File: src/rtl/mlc_pkg.sv
package mlc_pkg;
  typedef enum logic [1:0] {
    MODE_NORM = 2'd0,
    MODE_INT  = 2'd1,
    MODE_EXT  = 2'd2
  } lb_mode_t;
endpackage

File: src/rtl/mlc_mode_ctrl.sv
module mlc_mode_ctrl
  import mlc_pkg::*;
(
  input  logic     clk,
  input  logic     rst,
  input  logic     tx_en,
  input  logic     req_int,
  input  logic     req_ext,
  input  logic     req_fc,
  output lb_mode_t mode_o,
  output logic     fc_o
);
  lb_mode_t mode_q;
  lb_mode_t mode_d;
  logic     fc_q;

  // internal loopback wins when both are requested
  always_comb begin
    if (req_int)      mode_d = MODE_INT;
    else if (req_ext) mode_d = MODE_EXT;
    else              mode_d = MODE_NORM;
  end

  always_ff @(posedge clk) begin
    if (rst) begin
      mode_q <= MODE_NORM;
      fc_q   <= 1'b0;
    end else if (!tx_en) begin
      mode_q <= mode_d;
      fc_q   <= req_fc;
    end
  end

  assign mode_o = mode_q;
  assign fc_o   = fc_q;
endmodule

File: src/rtl/mlc_data_path.sv
module mlc_data_path
  import mlc_pkg::*;
#(
  parameter int DATA_W = 4
) (
  input  logic              clk,
  input  logic              rst,
  input  lb_mode_t          mode,
  input  logic              fc,
  input  logic [DATA_W-1:0] m_txd,
  input  logic              m_tx_en,
  input  logic [DATA_W-1:0] p_rxd,
  input  logic              p_rx_dv,
  input  logic              p_crs,
  input  logic              p_col,
  output logic [DATA_W-1:0] m_rxd,
  output logic              m_rx_dv,
  output logic              m_crs,
  output logic              m_col,
  output logic [DATA_W-1:0] p_txd,
  output logic              p_tx_en
);
  logic [DATA_W-1:0] rxd_d;
  logic              dv_d, crs_d, col_d;

  always_comb begin
    if (mode == MODE_INT) begin
      rxd_d = m_txd;
      dv_d  = m_tx_en;
      crs_d = m_tx_en;
      col_d = fc & m_tx_en;
    end else begin
      rxd_d = p_rxd;
      dv_d  = p_rx_dv;
      crs_d = p_crs;
      col_d = p_col;
    end
  end

  always_ff @(posedge clk) begin
    if (rst) begin
      m_rxd   <= '0;
      m_rx_dv <= 1'b0;
      m_crs   <= 1'b0;
      m_col   <= 1'b0;
      p_txd   <= '0;
      p_tx_en <= 1'b0;
    end else begin
      m_rxd   <= rxd_d;
      m_rx_dv <= dv_d;
      m_crs   <= crs_d;
      m_col   <= col_d;
      p_txd   <= m_txd;
      p_tx_en <= m_tx_en;
    end
  end
endmodule

File: src/rtl/mlc_retry_mon.sv
module mlc_retry_mon #(
  parameter int MAX_ATTEMPTS = 16
) (
  input  logic clk,
  input  logic rst,
  input  logic test_en,
  input  logic tx_en,
  output logic retry_err
);
  localparam int CW = (MAX_ATTEMPTS > 2) ? $clog2(MAX_ATTEMPTS) : 1;
  localparam logic [CW-1:0] LAST = CW'(MAX_ATTEMPTS - 1);

  logic [CW-1:0] cnt_q;
  logic          txen_q;
  logic          start;

  assign start = tx_en & ~txen_q;

  always_ff @(posedge clk) begin
    if (rst) begin
      cnt_q     <= '0;
      txen_q    <= 1'b0;
      retry_err <= 1'b0;
    end else begin
      txen_q    <= tx_en;
      retry_err <= 1'b0;
      if (!test_en) begin
        cnt_q <= '0;
      end else if (start) begin
        if (cnt_q == LAST) begin
          cnt_q     <= '0;
          retry_err <= 1'b1;
        end else begin
          cnt_q <= cnt_q + 1'b1;
        end
      end
    end
  end
endmodule

File: src/rtl/mii_loop_ctrl.sv
module mii_loop_ctrl
  import mlc_pkg::*;
#(
  parameter int DATA_W       = 4,
  parameter int MAX_ATTEMPTS = 16
) (
  input  logic              clk,
  input  logic              rst,
  input  logic              cfg_int_lb,
  input  logic              cfg_ext_lb,
  input  logic              cfg_force_col,
  input  logic              cfg_runt_acc,
  input  logic [DATA_W-1:0] mac_txd,
  input  logic              mac_tx_en,
  output logic [DATA_W-1:0] mac_rxd,
  output logic              mac_rx_dv,
  output logic              mac_crs,
  output logic              mac_col,
  output logic              mac_runt_acc,
  output logic              mac_retry_err,
  input  logic              mac_mdc,
  input  logic              mac_mdio_o,
  input  logic              mac_mdio_oe,
  output logic              mac_mdio_i,
  output logic [DATA_W-1:0] phy_txd,
  output logic              phy_tx_en,
  input  logic [DATA_W-1:0] phy_rxd,
  input  logic              phy_rx_dv,
  input  logic              phy_crs,
  input  logic              phy_col,
  output logic              phy_mdc,
  output logic              phy_mdio_o,
  output logic              phy_mdio_oe,
  input  logic              phy_mdio_i
);
  lb_mode_t mode;
  logic     fc;

  mlc_mode_ctrl u_mode (
    .clk    (clk),
    .rst    (rst),
    .tx_en  (mac_tx_en),
    .req_int(cfg_int_lb),
    .req_ext(cfg_ext_lb),
    .req_fc (cfg_force_col),
    .mode_o (mode),
    .fc_o   (fc)
  );

  mlc_data_path #(.DATA_W(DATA_W)) u_dp (
    .clk    (clk),
    .rst    (rst),
    .mode   (mode),
    .fc     (fc),
    .m_txd  (mac_txd),
    .m_tx_en(mac_tx_en),
    .p_rxd  (phy_rxd),
    .p_rx_dv(phy_rx_dv),
    .p_crs  (phy_crs),
    .p_col  (phy_col),
    .m_rxd  (mac_rxd),
    .m_rx_dv(mac_rx_dv),
    .m_crs  (mac_crs),
    .m_col  (mac_col),
    .p_txd  (phy_txd),
    .p_tx_en(phy_tx_en)
  );

  mlc_retry_mon #(.MAX_ATTEMPTS(MAX_ATTEMPTS)) u_retry (
    .clk      (clk),
    .rst      (rst),
    .test_en  ((mode == MODE_INT) && fc),
    .tx_en    (mac_tx_en),
    .retry_err(mac_retry_err)
  );

  // management wires and runt policy
  always_ff @(posedge clk) begin
    if (rst) begin
      phy_mdc      <= 1'b0;
      phy_mdio_o   <= 1'b0;
      phy_mdio_oe  <= 1'b0;
      mac_mdio_i   <= 1'b0;
      mac_runt_acc <= 1'b0;
    end else begin
      phy_mdc      <= mac_mdc;
      phy_mdio_o   <= mac_mdio_o;
      phy_mdio_oe  <= mac_mdio_oe;
      mac_mdio_i   <= phy_mdio_i;
      mac_runt_acc <= cfg_runt_acc | (mode != MODE_NORM);
    end
  end
endmodule

File: config.mk
export PLATFORM = sky130hd
export DESIGN_NAME = mii_loop_ctrl
export DESIGN_NICKNAME = d
export VERILOG_FILES = /design/src/rtl/mlc_pkg.sv /design/src/rtl/mlc_mode_ctrl.sv /design/src/rtl/mlc_data_path.sv /design/src/rtl/mlc_retry_mon.sv /design/src/rtl/mii_loop_ctrl.sv
export SDC_FILE = /design/constraint.sdc
export NUM_CORES = 1
export LEC_CHECK = 0
export CAP_MARGIN = 5
export CORE_MARGIN = 1.5
export CORE_UTILIZATION = 42
export CTS_BUF_LIST = sky130_fd_sc_hd__clkbuf_2 sky130_fd_sc_hd__clkbuf_4 sky130_fd_sc_hd__clkbuf_8
export CTS_CLUSTER_DIAMETER = 80
export DETAILED_ROUTE_END_ITERATION = 10
export PLACE_DENSITY_LB_ADDON = 0.25
export REMOVE_ABC_BUFFERS = 1
export SLEW_MARGIN = 20
export SYNTH_ARGS = -nofsm -noshare
export SYNTH_HDL_FRONTEND = slang
export SYNTH_SLANG_ARGS = --single-unit
File: constraint.sdc
create_clock -name clk -period 1.63 [get_ports clk]
set_input_delay 0.326 -clock clk [delete_from_list [all_inputs] [get_ports clk]]
set_output_delay 0.326 -clock clk [all_outputs]
set_load 0.02 [all_outputs]
Yosys cells after proc, flatten, opt, wreduce, memory -nomap -nowiden:

Index checks and enable logic that the tools add are counted.

* reduce and logical (&&, ||, !) cells: 4
* bitwise operators: 6
* muxes and demuxes: 8
* add/subtract/negate cells: 1
* equality and inequality tests: 2

Operators with widths (count)
* 4-bit two-way mux: 2
* 4-bit by 1-bit adder with 4-bit output (second input constant): 1
* 4-bit == test (second input constant): 1
* 1-bit two-way mux: 4
* 2-bit two-way mux: 2
* 1-bit inverter: 3
* 3-bit OR reduction: 1
* 1-bit AND: 2
* 2-bit by 1-bit == test with 1-bit output (second input constant): 1
* 2-bit nonzero test: 1
* 2-bit OR reduction: 1
* 1-bit logical AND: 1
* 1-bit OR: 1

* output and inout port bits: 18
* flip-flop bits (word level): 25
* logic and storage cells: 36

Logic depth before layout (Yosys ltp):

* word-level depth: 4
* mapped depth: 4

Cells and area by module:

A second synthesis with hierarchy kept.

* cells, all modules: 89
* area total of the unflattened synthesis: 887.1 um2

By module, submodules not included
* mlc_data_path: area each 386.6 um2, instances 1, seq. area each 240.2 um2, cells each 40
* mlc_retry_mon: area each 249.0 um2, instances 1, seq. area each 120.1 um2, cells each 26
* mii_loop_ctrl: area each 146.4 um2, instances 1, seq. area each 100.1 um2, cells each 13
* mlc_mode_ctrl: area each 105.1 um2, instances 1, seq. area each 60.1 um2, cells each 10

Least setup slack after synthesis:

No wires, ideal clock.

* path kind: reg2reg
* start point: reg u_retry.cnt_q[0]
* end point: reg u_retry.cnt_q[0]
* library setup time: 0.070 ns
* buffers on the path: 0
* path slack: 0.499 ns
* arrival time: 1.061 ns
* stages on the path, launching flop included: 5
* path through: dfxtp_1 ha_1 nand3_1 or3b_1 a21oi_1

* word-level cells in the longest chain between the ends: 2
* elaborated cells on any way between the ends: 3
* those cells by class: add/sub: 1; eq/ne: 1; mux: 1

Ends and longest elaborated chain
* from (decl): RTL line mlc_retry_mon.sv:13 `logic [CW-1:0] cnt_q;`
* from (signal assigned): RTL line mlc_retry_mon.sv:34 `cnt_q <= cnt_q + 1'b1;`
* 4-bit by 1-bit adder with 4-bit output / 4-bit == test (equally long branches): RTL line mlc_retry_mon.sv:34, mlc_retry_mon.sv:30
* 4-bit two-way mux (*): RTL line mlc_retry_mon.sv:30 `if (cnt_q == LAST) begin`

Mark *: on every way between the ends. The rest lies on a longest branch, timed or not.
A chain may end at the register's enable or synchronous reset.

Final worst setup path:

* start point: reg mac_runt_acc
* end point: out mac_runt_acc

RTL lines
* from (decl): RTL line mii_loop_ctrl.sv:19 `output logic mac_runt_acc,`
* from (signal assigned): RTL line mii_loop_ctrl.sv:90 `mac_runt_acc <= cfg_runt_acc | (mode != MODE_NORM);`

No word-level cell between the ends.

==> results.yml <==
layout:
  antenna_cells: 0
  design_area_um2: 1330
  syn_to_final_growth_pct: 51.5
  drive_above_1_share: 0.0846
  final_common_cell: "sky130_fd_sc_hd__clkdlybuf4s50_1"
  finish.net_count: 154
  layout.cells.most_common_list: "sky130_fd_sc_hd__clkdlybuf4s50_1 (37), sky130_fd_sc_hd__dfxtp_1 (25), sky130_fd_sc_hd__nand2_1 (14)"
  finish.cell_count_without_fillers: 157
power_and_ir_drop:
  internal_power_mw: 0.845
  vdd.ir_drop.worst_mv: 0.668
  netSwitchingFraction: 0.249
  power.leakage_nw: 0.558
  powerDensity_nw_per_um2: 847
  p_clk_frac: 0.246
  pwr-share-seq: 0.578
  power.combinational.fraction: 0.176
  p_switching_mw: 0.281
placed_design:
  place_area_um2: 1300
  post-place-cells: 153
  place_congestion: 0.761
  half_perimeter_wire_length_of_the_detailed_placement_result_um: 1520
  buffer_ports.inserted: 39
hold_path:
  min-delay-start: "u_retry.cnt_q[3]$_SDFFE_PP0P_"
  holdCritPathClass: "reg2reg"
  worstHoldPathCells: 2
  hold_path_end: "u_retry.retry_err$_SDFF_PP0_"
worst_setup_path:
  slowest_stage: "sky130_fd_sc_hd__clkdlybuf4s50_1"
  timing.critical_path.cells: "clkdlybuf4s50_1"
  crit-reg2reg-launch: "u_mode.mode_o[0]$_SDFFE_PP0N_"
  r2r.worst_path.cells: 4
  cp_max_fo: 1
  timing_worst_setup_path_type: "reg2out"
  critical_path.max_stage_delay_ps: 600
  critical_path_buf_inv_count: 1
  start_kind: "flip-flop"
  path_delay_family: "buffers and inverters"
  reg2reg_setup_slack_ps: 380
  endpoint_of_the_lowest_slack_register_to_register_path: "u_dp.m_rxd[0]$_SDFF_PP0_"
  timing.critical_path.arrival_ps: 1260
  crit_required_ps: 1300
  timing.critical_path.to_type: "output port"
routing:
  drt-vias-per-instance: 4.48
  met1_length_um: 836
  antenna_violating_nets_left: 0
  routed-via-count: 704
  wl_met3_um: 117
  wl_per_cell_um: 12.8
  drc_violations_left: 0
  topRoutingLayerUsed: "met4"
  detail_route.wirelength_um: 2000
  first_iter_violations: 10
  met2RoutedLength_um: 1020
  drt_pass1_iterations: 4
global_route:
  grt_usage: 0.182
  first_global_vias: 704
  grt_remaining_overflow: 0
  grt_start_max_net_pins: 21
  antenna_found_initial: 0
  grt_pass1_wl_um: 3210
logic_synthesis:
  yosys_warns: 0
  syn_area_um2: 877
  synthArstFlopShare: 0
  synthFlopType: "sky130_fd_sc_hd__dfxtp_1"
  synth-seq-area-share: 0.571
  syn_area_per_cell_um2: 9.97
  synthCells: 88
  synth_seq_cells: 25
  ys_types: 23
  synth-edff-count: 0
timing:
  timing.final.crit_share: 0.971
  slew_violations: 0
  setup_total_negative_slack_ps: 0
  finalHoldViolCount: 0
  setup_repair_after_global_routing_missed_its_margin: "no"
  worst-slew-pin-transition_ps: 383
  skew_ps: 8.07
  final-setup-viol-count: 0
  shortest_clock_period_the_worst_path_allows_after_layout_ps: 1580
  max_slew_margin_vs_limit: 0.744
  max_clock_freq_mhz: 632
floorplan:
  placement_rows: 16
  floorplan.initialDensity: 0.447
  io_pins: 40
  die_y_um: 48.7
  die_area_um2: 2370
  fp.dieW_um: 48.7
  floorplan.core_area_um2: 1960
run_status:
  run_status: "finished clean"
cts:
  clock_buffer_depth: 2
  clock_insertion_delay_worst_skew_ps: 320
  clock_tree.htree_level_count: 1
  cts_made_buffers: 3
  numClockSinks: 25
  clk_pin_slew_ps: 140
  cts_root_buf: "sky130_fd_sc_hd__clkbuf_4"
  cts_tree: "yes"
run:
  max-cap-violations: 0
## final cells by class
class,instances,area (µm²)
Tap cell,27,33.8
Clock buffer,3,22.5
Clock inverter,1,5.00
Fill cell,178,633
Sequential cell,25,500
Multi-Input combinational cell,59,353
Timing Repair Buffer,42,414
## flip-flops by register name, summed over array words and instances (netlist names)
register / cells
u_dp.m_crs: 1
u_dp.p_txd: 4
u_dp.m_rxd: 4
u_dp.m_rx_dv: 1
mac_runt_acc: 1
u_retry.retry_err: 1
u_retry.txen_q: 1
u_mode.mode_o: 2
phy_mdio_o: 1
u_mode.fc_o: 1
u_retry.cnt_q: 4
mac_mdio_i: 1
phy_mdio_oe: 1
u_dp.m_col: 1
phy_mdc: 1
## timing repair
| action | 4_1_cts | 5_1_grt |
|---|---|---|
| hold buffers | 0 | 0 |
| endpoints found under the hold margin | 0 | 0 |
| cloned | 0 | 0 |
| gates resized for setup | 1 | 1 |
| setup endpoints to repair | 1 | 1 |
| setup buffers | 0 | 0 |
## layer usage
metal,vias up,track usage
li1,376,-
met1,300,0.184
met2,26,0.329
met3,2,0.0494
met4,0,0.114
met5,-,0
## per-stage QoR
stage,worst slack [ps],hold slack (ps),power [mW],util
floorplan,498,395,0.738,-
global placement,67.5,479,0.858,0.663
detailed placement,12.3,476,0.865,0.663
CTS,28.4,500,1.14,0.676
global route,5.49,526,1.17,0.677
finish,47.7,510,1.13,0.677
## power groups by stage
stage	Clock, mW	Sequential (mW)	Combinational (mW)
floorplan	0	0.697	0.0407
global placement	0	0.664	0.194
detailed placement	0	0.665	0.200
CTS	0.284	0.651	0.200
global route	0.302	0.655	0.211
finish	0.277	0.651	0.198
## worst max-delay path by stage
stage	start	endpoint	slack [ps]	cells after the start
final	mac_runt_acc$_SDFF_PP0_	mac_runt_acc	50	1
after global routing	u_dp.p_txd[0]$_SDFF_PP0_	phy_txd[0]	5	1
after global placement	mac_tx_en	u_retry.cnt_q[3]$_SDFFE_PP0P_	70	4
after detailed placement	mac_tx_en	u_retry.cnt_q[3]$_SDFFE_PP0P_	10	4
after CTS	u_dp.m_rxd[0]$_SDFF_PP0_	mac_rxd[0]	30	1
after floorplan	u_retry.cnt_q[0]$_SDFFE_PP0P_	u_retry.cnt_q[0]$_SDFFE_PP0P_	500	4
## cells in the mapped netlist, types with 2 or more instances
library cell | number | area (µm²)
sky130_fd_sc_hd__nor3_1 | 2 | 10.0
sky130_fd_sc_hd__clkbuf_1 | 2 | 7.51
sky130_fd_sc_hd__nor2_1 | 7 | 26.3
sky130_fd_sc_hd__nand3_1 | 2 | 10.0
sky130_fd_sc_hd__nor2b_1 | 10 | 62.6
sky130_fd_sc_hd__nand2_1 | 14 | 52.6
sky130_fd_sc_hd__mux2i_1 | 3 | 30.0
sky130_fd_sc_hd__a21oi_1 | 9 | 45.0
sky130_fd_sc_hd__dfxtp_1 | 25 | 500
## cell families after synthesis
kind of cell    synth area share
buf+inv                   0.0271
compound gates            0.0756
fa+ha+maj                 0.0143
mux                       0.0342
xor+xnor                 0.00999
flops                      0.571
simple gates               0.268
Power figures use the tool's default switching activity.
